`src/rtl/msgq_pkg.sv`:
```
package msgq_pkg;
  localparam logic [1:0] OFF_DEST  = 2'b00;
  localparam logic [1:0] OFF_DATA  = 2'b10;
  localparam logic [1:0] OFF_CLOSE = 2'b11;
endpackage

```
`src/rtl/msgq_front.sv`:
```
module msgq_front #(
  parameter int DW        = 32,
  parameter int NODE_W    = 8,
  parameter int MAX_WORDS = 20,
  parameter int SPILL_AW  = 16,
  parameter int IW        = $clog2(MAX_WORDS),
  parameter int CW        = $clog2(MAX_WORDS + 1)
) (
  input  logic                clk,
  input  logic                rst,
  input  logic                we,
  input  logic [1:0]          off,
  input  logic [DW-1:0]       wdata,
  input  logic [SPILL_AW-1:0] spill_base,
  input  logic                rd_en,
  input  logic [IW-1:0]       rd_idx,
  input  logic                drain_done,
  output logic                sealed,
  output logic [NODE_W-1:0]   dest,
  output logic [CW-1:0]       len,
  output logic [DW-1:0]       rdata,
  output logic                err,
  output logic                spill_we,
  output logic [SPILL_AW-1:0] spill_addr,
  output logic [DW-1:0]       spill_data,
  output logic [SPILL_AW-1:0] spill_cnt
);
  import msgq_pkg::*;

  logic [DW-1:0] words [MAX_WORDS];
  logic          open_q;
  logic          is_dest, is_data, is_close, room, mem_we;

  assign is_dest  = (off == OFF_DEST);
  assign is_data  = off[1];
  assign is_close = (off == OFF_CLOSE);
  assign room     = (len < CW'(MAX_WORDS));
  assign mem_we   = we && !sealed && open_q && is_data && room;

  // Buffer kept as a plain synchronous RAM: one write port, registered read.
  always_ff @(posedge clk) begin
    if (mem_we) words[len[IW-1:0]] <= wdata;
  end

  always_ff @(posedge clk) begin
    if (rd_en) rdata <= words[rd_idx];
  end

  always_ff @(posedge clk) begin
    if (rst) begin
      len        <= '0;
      open_q     <= 1'b0;
      sealed     <= 1'b0;
      dest       <= '0;
      err        <= 1'b0;
      spill_we   <= 1'b0;
      spill_addr <= '0;
      spill_data <= '0;
      spill_cnt  <= '0;
    end else begin
      spill_we <= 1'b0;
      if (drain_done) begin
        sealed <= 1'b0;
        len    <= '0;
      end
      if (we) begin
        if (sealed && (is_dest || is_data)) begin
          spill_we   <= 1'b1;
          spill_addr <= spill_base + spill_cnt;
          spill_data <= wdata;
          spill_cnt  <= spill_cnt + 1'b1;
        end else if (!sealed && is_dest) begin
          dest   <= wdata[NODE_W-1:0];
          len    <= '0;
          open_q <= 1'b1;
        end else if (!sealed && open_q && is_data) begin
          if (room) len <= len + 1'b1;
          else      err <= 1'b1;
          if (is_close) begin
            sealed <= 1'b1;
            open_q <= 1'b0;
          end
        end
      end
    end
  end

  // gathered length never passes the payload limit
  a_r4_len_cap: assert property (@(posedge clk) disable iff (rst)
    len <= CW'(MAX_WORDS));
  // the length error is sticky
  a_r4_err_sticky: assert property (@(posedge clk) disable iff (rst)
    err |=> err);
  // a store to a sealed queue becomes a spill write on the next cycle
  a_r7_spill: assert property (@(posedge clk) disable iff (rst)
    (we && sealed && off != 2'b01) |=> spill_we);
  // every spill write advances the count by one
  a_r7_cnt_step: assert property (@(posedge clk) disable iff (rst)
    spill_we |-> spill_cnt == $past(spill_cnt) + 1'b1);
endmodule

```
`src/rtl/msgq_arb.sv`:
```
module msgq_arb #(
  parameter int NODE_W    = 8,
  parameter int MAX_WORDS = 20,
  parameter int IW        = $clog2(MAX_WORDS),
  parameter int CW        = $clog2(MAX_WORDS + 1)
) (
  input  logic                   clk,
  input  logic                   rst,
  input  logic [1:0]             sealed,
  input  logic [1:0][CW-1:0]     len,
  input  logic [1:0][NODE_W-1:0] dest,
  output logic [1:0]             rd_en,
  output logic [IW-1:0]          rd_idx,
  output logic [1:0]             drain_done,
  output logic                   s1_valid,
  output logic                   s1_last,
  output logic                   s1_sel,
  output logic [NODE_W-1:0]      s1_dest
);
  logic              busy, sel, pri, pick, grant, fin;
  logic [CW-1:0]     idx, cur_len;
  logic [NODE_W-1:0] cur_dest;

  always_comb begin
    grant = 1'b0;
    pick  = pri;
    if (sealed[pri]) begin
      grant = 1'b1;
    end else if (sealed[~pri]) begin
      grant = 1'b1;
      pick  = ~pri;
    end
  end

  assign fin        = busy && (idx == cur_len - 1'b1);
  assign rd_en      = {busy && sel, busy && !sel};
  assign rd_idx     = idx[IW-1:0];
  assign drain_done = {fin && sel, fin && !sel};

  always_ff @(posedge clk) begin
    if (rst) begin
      busy     <= 1'b0;
      sel      <= 1'b0;
      pri      <= 1'b0;
      idx      <= '0;
      cur_len  <= '0;
      cur_dest <= '0;
      s1_valid <= 1'b0;
      s1_last  <= 1'b0;
      s1_sel   <= 1'b0;
      s1_dest  <= '0;
    end else begin
      if (!busy && grant) begin
        busy     <= 1'b1;
        sel      <= pick;
        idx      <= '0;
        cur_len  <= len[pick];
        cur_dest <= dest[pick];
      end else if (busy) begin
        idx <= idx + 1'b1;
        if (fin) begin
          busy <= 1'b0;
          pri  <= ~sel;
        end
      end
      s1_valid <= busy;
      s1_last  <= fin;
      s1_sel   <= sel;
      s1_dest  <= cur_dest;
    end
  end

  // the owner of the port cannot change in the middle of a message
  a_r5_no_switch: assert property (@(posedge clk) disable iff (rst)
    (busy && !fin) |=> (busy && $stable(sel)));
endmodule

```
`src/rtl/msgq_send_port.sv`:
```
module msgq_send_port #(
  parameter int DW        = 32,
  parameter int NODE_W    = 8,
  parameter int MAX_WORDS = 20,
  parameter int SPILL_AW  = 16
) (
  input  logic                     clk,
  input  logic                     rst,
  input  logic [1:0]               st_we,
  input  logic [1:0][1:0]          st_off,
  input  logic [1:0][DW-1:0]       st_data,
  input  logic [1:0][SPILL_AW-1:0] spill_base,
  input  logic [NODE_W-1:0]        my_node,
  output logic                     net_valid,
  output logic [NODE_W-1:0]        net_dest,
  output logic [DW-1:0]            net_data,
  output logic                     net_last,
  output logic                     loc_valid,
  output logic [DW-1:0]            loc_data,
  output logic                     loc_last,
  output logic [1:0]               spill_we,
  output logic [1:0][SPILL_AW-1:0] spill_addr,
  output logic [1:0][DW-1:0]       spill_data,
  output logic [1:0][SPILL_AW-1:0] spill_cnt,
  output logic [1:0]               len_err
);
  localparam int IW = $clog2(MAX_WORDS);
  localparam int CW = $clog2(MAX_WORDS + 1);

  logic [1:0]             sealed, rd_en, drain_done;
  logic [1:0][CW-1:0]     len;
  logic [1:0][NODE_W-1:0] dest;
  logic [1:0][DW-1:0]     rdata;
  logic [IW-1:0]          rd_idx;
  logic                   s1_valid, s1_last, s1_sel, to_self;
  logic [NODE_W-1:0]      s1_dest;

  for (genvar q = 0; q < 2; q++) begin : g_src
    msgq_front #(.DW(DW), .NODE_W(NODE_W), .MAX_WORDS(MAX_WORDS),
                 .SPILL_AW(SPILL_AW), .IW(IW), .CW(CW)) i_front (
      .clk(clk), .rst(rst), .we(st_we[q]), .off(st_off[q]), .wdata(st_data[q]),
      .spill_base(spill_base[q]), .rd_en(rd_en[q]), .rd_idx(rd_idx),
      .drain_done(drain_done[q]), .sealed(sealed[q]), .dest(dest[q]),
      .len(len[q]), .rdata(rdata[q]), .err(len_err[q]),
      .spill_we(spill_we[q]), .spill_addr(spill_addr[q]),
      .spill_data(spill_data[q]), .spill_cnt(spill_cnt[q]));
  end

  msgq_arb #(.NODE_W(NODE_W), .MAX_WORDS(MAX_WORDS), .IW(IW), .CW(CW)) i_arb (
    .clk(clk), .rst(rst), .sealed(sealed), .len(len), .dest(dest),
    .rd_en(rd_en), .rd_idx(rd_idx), .drain_done(drain_done),
    .s1_valid(s1_valid), .s1_last(s1_last), .s1_sel(s1_sel), .s1_dest(s1_dest));

  assign to_self = (s1_dest == my_node);

  always_ff @(posedge clk) begin
    if (rst) begin
      net_valid <= 1'b0;
      net_dest  <= '0;
      net_data  <= '0;
      net_last  <= 1'b0;
      loc_valid <= 1'b0;
      loc_data  <= '0;
      loc_last  <= 1'b0;
    end else begin
      net_valid <= s1_valid && !to_self;
      net_last  <= s1_valid && s1_last && !to_self;
      net_dest  <= s1_dest;
      net_data  <= rdata[s1_sel];
      loc_valid <= s1_valid && to_self;
      loc_last  <= s1_valid && s1_last && to_self;
      loc_data  <= rdata[s1_sel];
    end
  end

  // a word never appears on both ports
  a_r6_one_port: assert property (@(posedge clk) disable iff (rst)
    !(net_valid && loc_valid));
  // nothing for this node leaves through the network
  a_r6_no_self_net: assert property (@(posedge clk) disable iff (rst)
    net_valid |-> net_dest != $past(my_node));
  // buffers are read only while their message is sealed
  a_r3_read_sealed: assert property (@(posedge clk) disable iff (rst)
    (rd_en & ~sealed) == 2'b00);
endmodule

```
`config.mk`:
```
export PLATFORM = sky130hd
export DESIGN_NAME = msgq_send_port
export DESIGN_NICKNAME = d
export VERILOG_FILES = /design/src/rtl/msgq_pkg.sv /design/src/rtl/msgq_front.sv /design/src/rtl/msgq_arb.sv /design/src/rtl/msgq_send_port.sv
export SDC_FILE = /design/constraint.sdc
export NUM_CORES = 2
export LEC_CHECK = 0
export ABC_AREA = 1
export BUFFER_PORTS_ARGS = -buffer_cell sky130_fd_sc_hd__buf_2
export CAP_MARGIN = 20
export CORE_MARGIN = 2
export CORE_UTILIZATION = 50
export DETAILED_ROUTE_END_ITERATION = 8
export PLACE_DENSITY = 0.67
export SYNTH_ARGS = -nofsm -noshare
export SYNTH_HDL_FRONTEND = slang
export SYNTH_SLANG_ARGS = --single-unit
```
`constraint.sdc`:
```
create_clock -name clk -period 6.1 [get_ports clk]
set_clock_uncertainty 0.1 [all_clocks]
set_input_delay 1.525 -clock clk [delete_from_list [all_inputs] [get_ports clk]]
set_output_delay 1.525 -clock clk [all_outputs]
set_load 0.01 [all_outputs]
```
======== Word-level counts from Yosys, hierarchy flattened ========
Memories as Yosys holds them, arrays and structs flattened. A register that Yosys moved wholly into a read port is not among the register bits.
Cells that the tools add are included.
operators by class
  add/subtract/negate cells ............... 8
  $mul .................................... 0
  div/mod/pow operators ................... 0
  magnitude comparators ................... 6
  equal/unequal tests ..................... 4
  shift-type cells ........................ 0
  multiplexer cells ....................... 53
  bitwise logic cells ..................... 11
  reduce and logical (&&, ||, !) cells .... 52
operators with widths
  operator                                                                      count
  5-bit 2-to-1 mux                                                              14
  32-bit 2-to-1 mux                                                             2
  1-bit 2-to-1 mux                                                              35
  16-bit by 1-bit adder with 16-bit output, second input constant               2
  16-bit adder                                                                  2
  1-bit logical AND                                                             27
  8-bit 2-to-1 mux                                                              2
  5-bit by 1-bit adder with 5-bit output, second input constant                 3
  1-bit inverter                                                                11
  5-bit less-than comparator, second input constant                             2
  5-bit AND reduction                                                           2
  3-bit AND reduction                                                           3
  8-bit == test                                                                 1
  1-bit by 2-bit less-than comparator with 1-bit output, second input constant  4
  4-bit AND reduction                                                           2
  2-bit nonzero test                                                            4
  2-bit OR reduction                                                            3
  5-bit == test                                                                 1
  1-bit zero test                                                               5
  5-bit by 1-bit subtractor with 5-bit output, second input constant            1
  2-bit == test, second input constant                                          2
  2-bit zero test                                                               2
  2-bit AND reduction                                                           2
  1-bit logical OR                                                              2
storage, ports and cells
  register bits ........................... 238
  bits in latches ......................... 0
  memory bits (writable) .................. 1280
  bits in read-only memories .............. 0
  bits of input ports ..................... 112
  output and inout bits ................... 208
  word-level logic and storage cells ...... 170
  memories ................................ 2
memories
  memory                  words  width  read ports  clocked after memory_dff  wr ports  line              source
  g_src[0].i_front.words  20     32     1           1                         1         msgq_front.sv:30  logic [DW-1:0] words [MAX_WORDS];
  g_src[1].i_front.words  20     32     1           1                         1         msgq_front.sv:30

======== Depth between registers and ports, before layout ========
  word-level depth ........................ 10
  gate-level depth with buffers ........... 12

======== Cells and area by module ========
A second synthesis with hierarchy kept.
second synthesis, totals
  cells, all modules ...................... 5864
  area, all modules ....................... 64866.0 sq um
modules (own cells, without submodules)
  module                          instances  cells each  area each (sq um)  sequential area each (sq um)
  msgq_front at g_src[0].i_front  1          2691        30680.7            21800.9
  msgq_front at g_src[1].i_front  1          2708        30679.4            21800.9
  msgq_send_port                  1          267         1924.3             880.8
  msgq_arb                        1          198         1581.5             640.6

======== Least setup slack after synthesis ========
No wires, ideal clock.
  path kind ............................... input-to-reg
  start ................................... input st_off[3] in the netlist's numbering
  end ..................................... memory g_src[1].i_front.words[0][0] (enable)
  arrival ................................. 3610 ps
  slack ................................... 1969 ps
  stages on the path ...................... 6
  path buffers ............................ 0
  path through ............................ nand3_1 inv_1 o21ai_1 nor2_1 nand2_1 nor2_1
on the way
  longest elaborated chain between the ends .. 4
RTL lines
  element                                 line                  source
  start: declaration                      msgq_send_port.sv:10  input logic [1:0][1:0] st_off,
  1-bit logical AND (2 in series)         msgq_front.sv:38      assign mem_we = we && !sealed && open_q && is_data && room;
  1-bit 2-to-1 mux                        msgq_front.sv:42      if (mem_we) words[len[IW-1:0]] <= wdata;
  1-bit 2-to-1 mux (not written as such)  msgq_front.sv:42
  end: declaration                        msgq_front.sv:30
No other way between the ends.

======== Worst setup path in the final report ========
  start ................................... input st_off[3] in the netlist's numbering
  end ..................................... memory g_src[1].i_front.words[15][6] (enable)
Same word-level chain as after synthesis.

==> summary.md <==
| Metric | Value |
|---|---|
| Fin Setup TNS | 0 ns |
| Initial DRC count | 5066 |
| Min Tclk post-route | 3.65 ns |
| Synth top area share | 62.7% |
| Reg clk slew, reported paths | 0.06 ns |
| Drt drc | 0 |
| Hold crit path type | flop to flop |
| Fin nets | 6175 |
| Syn_area_per_cell | 11.0 sq um |
| ANT nets after route | 0 |
| Register area | 45100 sq um |
| Peak VDD IR | 0.000353 V |
| Yosys warnings | 0 |
| First-pass GRT wire length | 261000 um |
| CTS root buf | clkbuf_16 |
| Total GRT Usage | 26.6% |
| Crit. End Element | flop |
| Placeable Area | 128000 sq um |
| Lkg Pwr | 26.9 nW |
| WP data required | 6.49 ns |
| Layout cells sized above 1 | 11.1% |
| FP Rows | 131 |
| Routed wire length | 178000 um |
| Register area share after synthesis | 70.1% |
| Synth top area cells | edfxtp_1, nand2_1, dfxtp_1 |
| Max-cap violations | 0 |
| Clock Path Buffers | 3 |
| Worst-margin pin slew | 1.31 ns |
| H-Tree Level Count | 4 |
| Num CTS Buffers | 161 |
| Initial antenna violation count | 11 |
| RSZ-0062 raised after global routing | false |
| Kind of critical path | input pin to flop |
| GP Congestion | 0.892 |
| CP arrival | 4.04 ns |
| CP Launch Type | input pin |
| CTS Sinks | 1582 |
| Die Wd | 363 um |
| First-pass detailed-route iteration total | 9 |
| Netlist cell types | 41 |
| Slew margin rel. | 13.0% |
| Die Y | 363 um |
| Setup-failing EPs final | 0 |
| Area taken by multi-input logic gates | 16800 sq um |
| Fmax | 0.274 GHz |
| Remaining Overflow, GRT | 0 |
| Final period util | 59.8% |
| Vias post-DR | 44.6k |
| Largest net degree at the start of global routing | 329 |
| Postcts setup bufs | 0 |
| Area Growth Syn to Fin | 12.5% |
| Initial core utilization | 50.4% |
| FILL cells | 10.4k |
| DIE AREA | 132000 sq um |
| Port Buffer Count | 319 |
| PD cells | 305 nW/um^2 |
| Synth area leader | edfxtp_1 |
| Non-filler instance count after layout | 7814 |
| #FFs+latches synth | 1582 |
| Syn_nets | 5999 |
| I/O Pins | 320 |
| Placed cell count | 7507 |
| CTS tree | built |
| Vias in the first global route | 41.2k |
| Worst-Skew Late Latency | 0.79 ns |
| Final Max Tran Viols | 0 |
| Synthesized area | 64400 sq um |
| Worst-path maximum fanout | 21 |
| Post-DP HPWL | 108000 um |
| Wirelength per Cell | 22.8 um |
| Hold_buf cts | 0 |
| Routed vias/inst | 5.71 |
| Status | complete, no violations |
| Final Hold Viols | 0 |
| Post-Syn Instances | 5843 |
| Post_cts resized | 0 |
## flip-flops by register name, summed over array words and instances (netlist names), 2 cells and up
name	cells
g_src.i_front.rdata	64
i_arb.cur_len	5
g_src.i_front.words	1280
g_src.i_front.spill_we	2
g_src.i_front.spill_addr	32
loc_data	32
g_src.i_front.dest	16
g_src.i_front.spill_cnt	32
i_arb.rd_idx	5
i_arb.cur_dest	8
i_arb.s1_dest	8
g_src.i_front.open_q	2
g_src.i_front.err	2
g_src.i_front.sealed	2
g_src.i_front.spill_data	64
g_src.i_front.len	10
net_dest	8
## cell usage after synthesis, drive strengths merged
| master | n |
|---|---|
| a31oi | 65 |
| o21a | 17 |
| clkinv | 1 |
| nor3 | 22 |
| edfxtp | 1344 |
| o211ai | 9 |
| nand4 | 23 |
| nand3 | 862 |
| xor2 | 15 |
| nor3b | 3 |
| or2 | 3 |
| nand3b | 3 |
| o21bai | 3 |
| a21oi | 129 |
| and2 | 5 |
| buf | 249 |
| clkbuf | 119 |
| nor2 | 462 |
| o22ai | 77 |
| ha | 42 |
| nand2 | 1665 |
| inv | 225 |
| nor4 | 2 |
| xnor2 | 4 |
| and3 | 1 |
| fa | 2 |
| dfxtp | 238 |
| o21ai | 253 |
## cells by family after synthesis
family	count (synthesis)	share of synthesized area [%]
XOR/XNOR	19	0.258
flip-flops	1582	70.1
AND/OR/NAND/NOR	3051	19.7
AO/OA/AOI/OAI	553	4.70
buffers and inverters	594	4.36
adder cells (fa/ha/maj)	44	0.878
## path summary, 6_finish.rpt
path / from / end / slack [ns] / depth (start not counted)
worst max-delay path: st_off[3] / g_src[1].i_front.words[15][6] / 2.45 / 8
worst min-delay path: i_arb.cur_dest[6] / i_arb.s1_dest[6] / 0.33 / 2
worst max register to register: g_src[1].i_front.len[2] / g_src[1].i_front.words[15][6] / 2.80 / 6
worst min register to register: i_arb.cur_dest[6] / i_arb.s1_dest[6] / 0.33 / 2
## final cells by class
type,count,area share (%)
well taps,1662,2.87
flip-flops and latches,1582,62.3
multi-input cells,3667,23.2
repair buffers,381,3.34
clock inverters,73,0.910
diodes,2,0.00691
inverters,226,1.23
clock buffers,221,6.17
## report_power, final
part,switching (mW),internal (mW)
registers,0.0208,11.7
logic,0.536,0.150
clock network,4.14,5.48
## worst max-delay path: stages
cell	delay, ns
buf_2	0.11
nand3_1	0.10
inv_1	0.11
o21ai_1	0.12
nor2_1	0.47
nand2_1	0.43
nor2_4	0.81
buf_4	0.35
## through the flow
stage / cell area [sq um] / setup slack, ns / power (mW) / hold WS (ns) / util [%]
after CTS: 72200 / 2.49 / 22.1 / 0.337 / 56.5
after floorplan: 64400 / 1.97 / 12.3 / 0.310 / -
final: 72400 / 2.45 / 22.1 / 0.334 / 56.7
after detailed placement: 67100 / 1.65 / 12.7 / 0.325 / 52.5
after global placement: 66900 / 1.67 / 12.7 / 0.329 / 52.4
after global routing: 72400 / 2.34 / 22.6 / 0.361 / 56.7
## per-layer routing
layer	vias to the layer above	track usage (%)	wire [um]
met5	-	0	67
met4	10	10.7	6930
li1	20600	-	-
met2	2169	42.6	84500
met3	359	4.08	15400
met1	21500	36.5	71100
## cell usage in the layout (no fill, tap or decap), types with 23 or more instances in the layout
master     instances
clkbuf_16        163
clkinv_2          23
inv_1            216
buf_2            318
nor2_1           416
clkbuf_1          39
dfxtp_1          234
nand3_1          862
a21oi_1          128
edfxtp_1        1344
buf_4             37
o21ai_0          250
nor2_4            44
a31oi_1           65
nand2_1         1663
ha_1              42
o22ai_1           77
No activity file was read; power rests on OpenSTA's default activity.
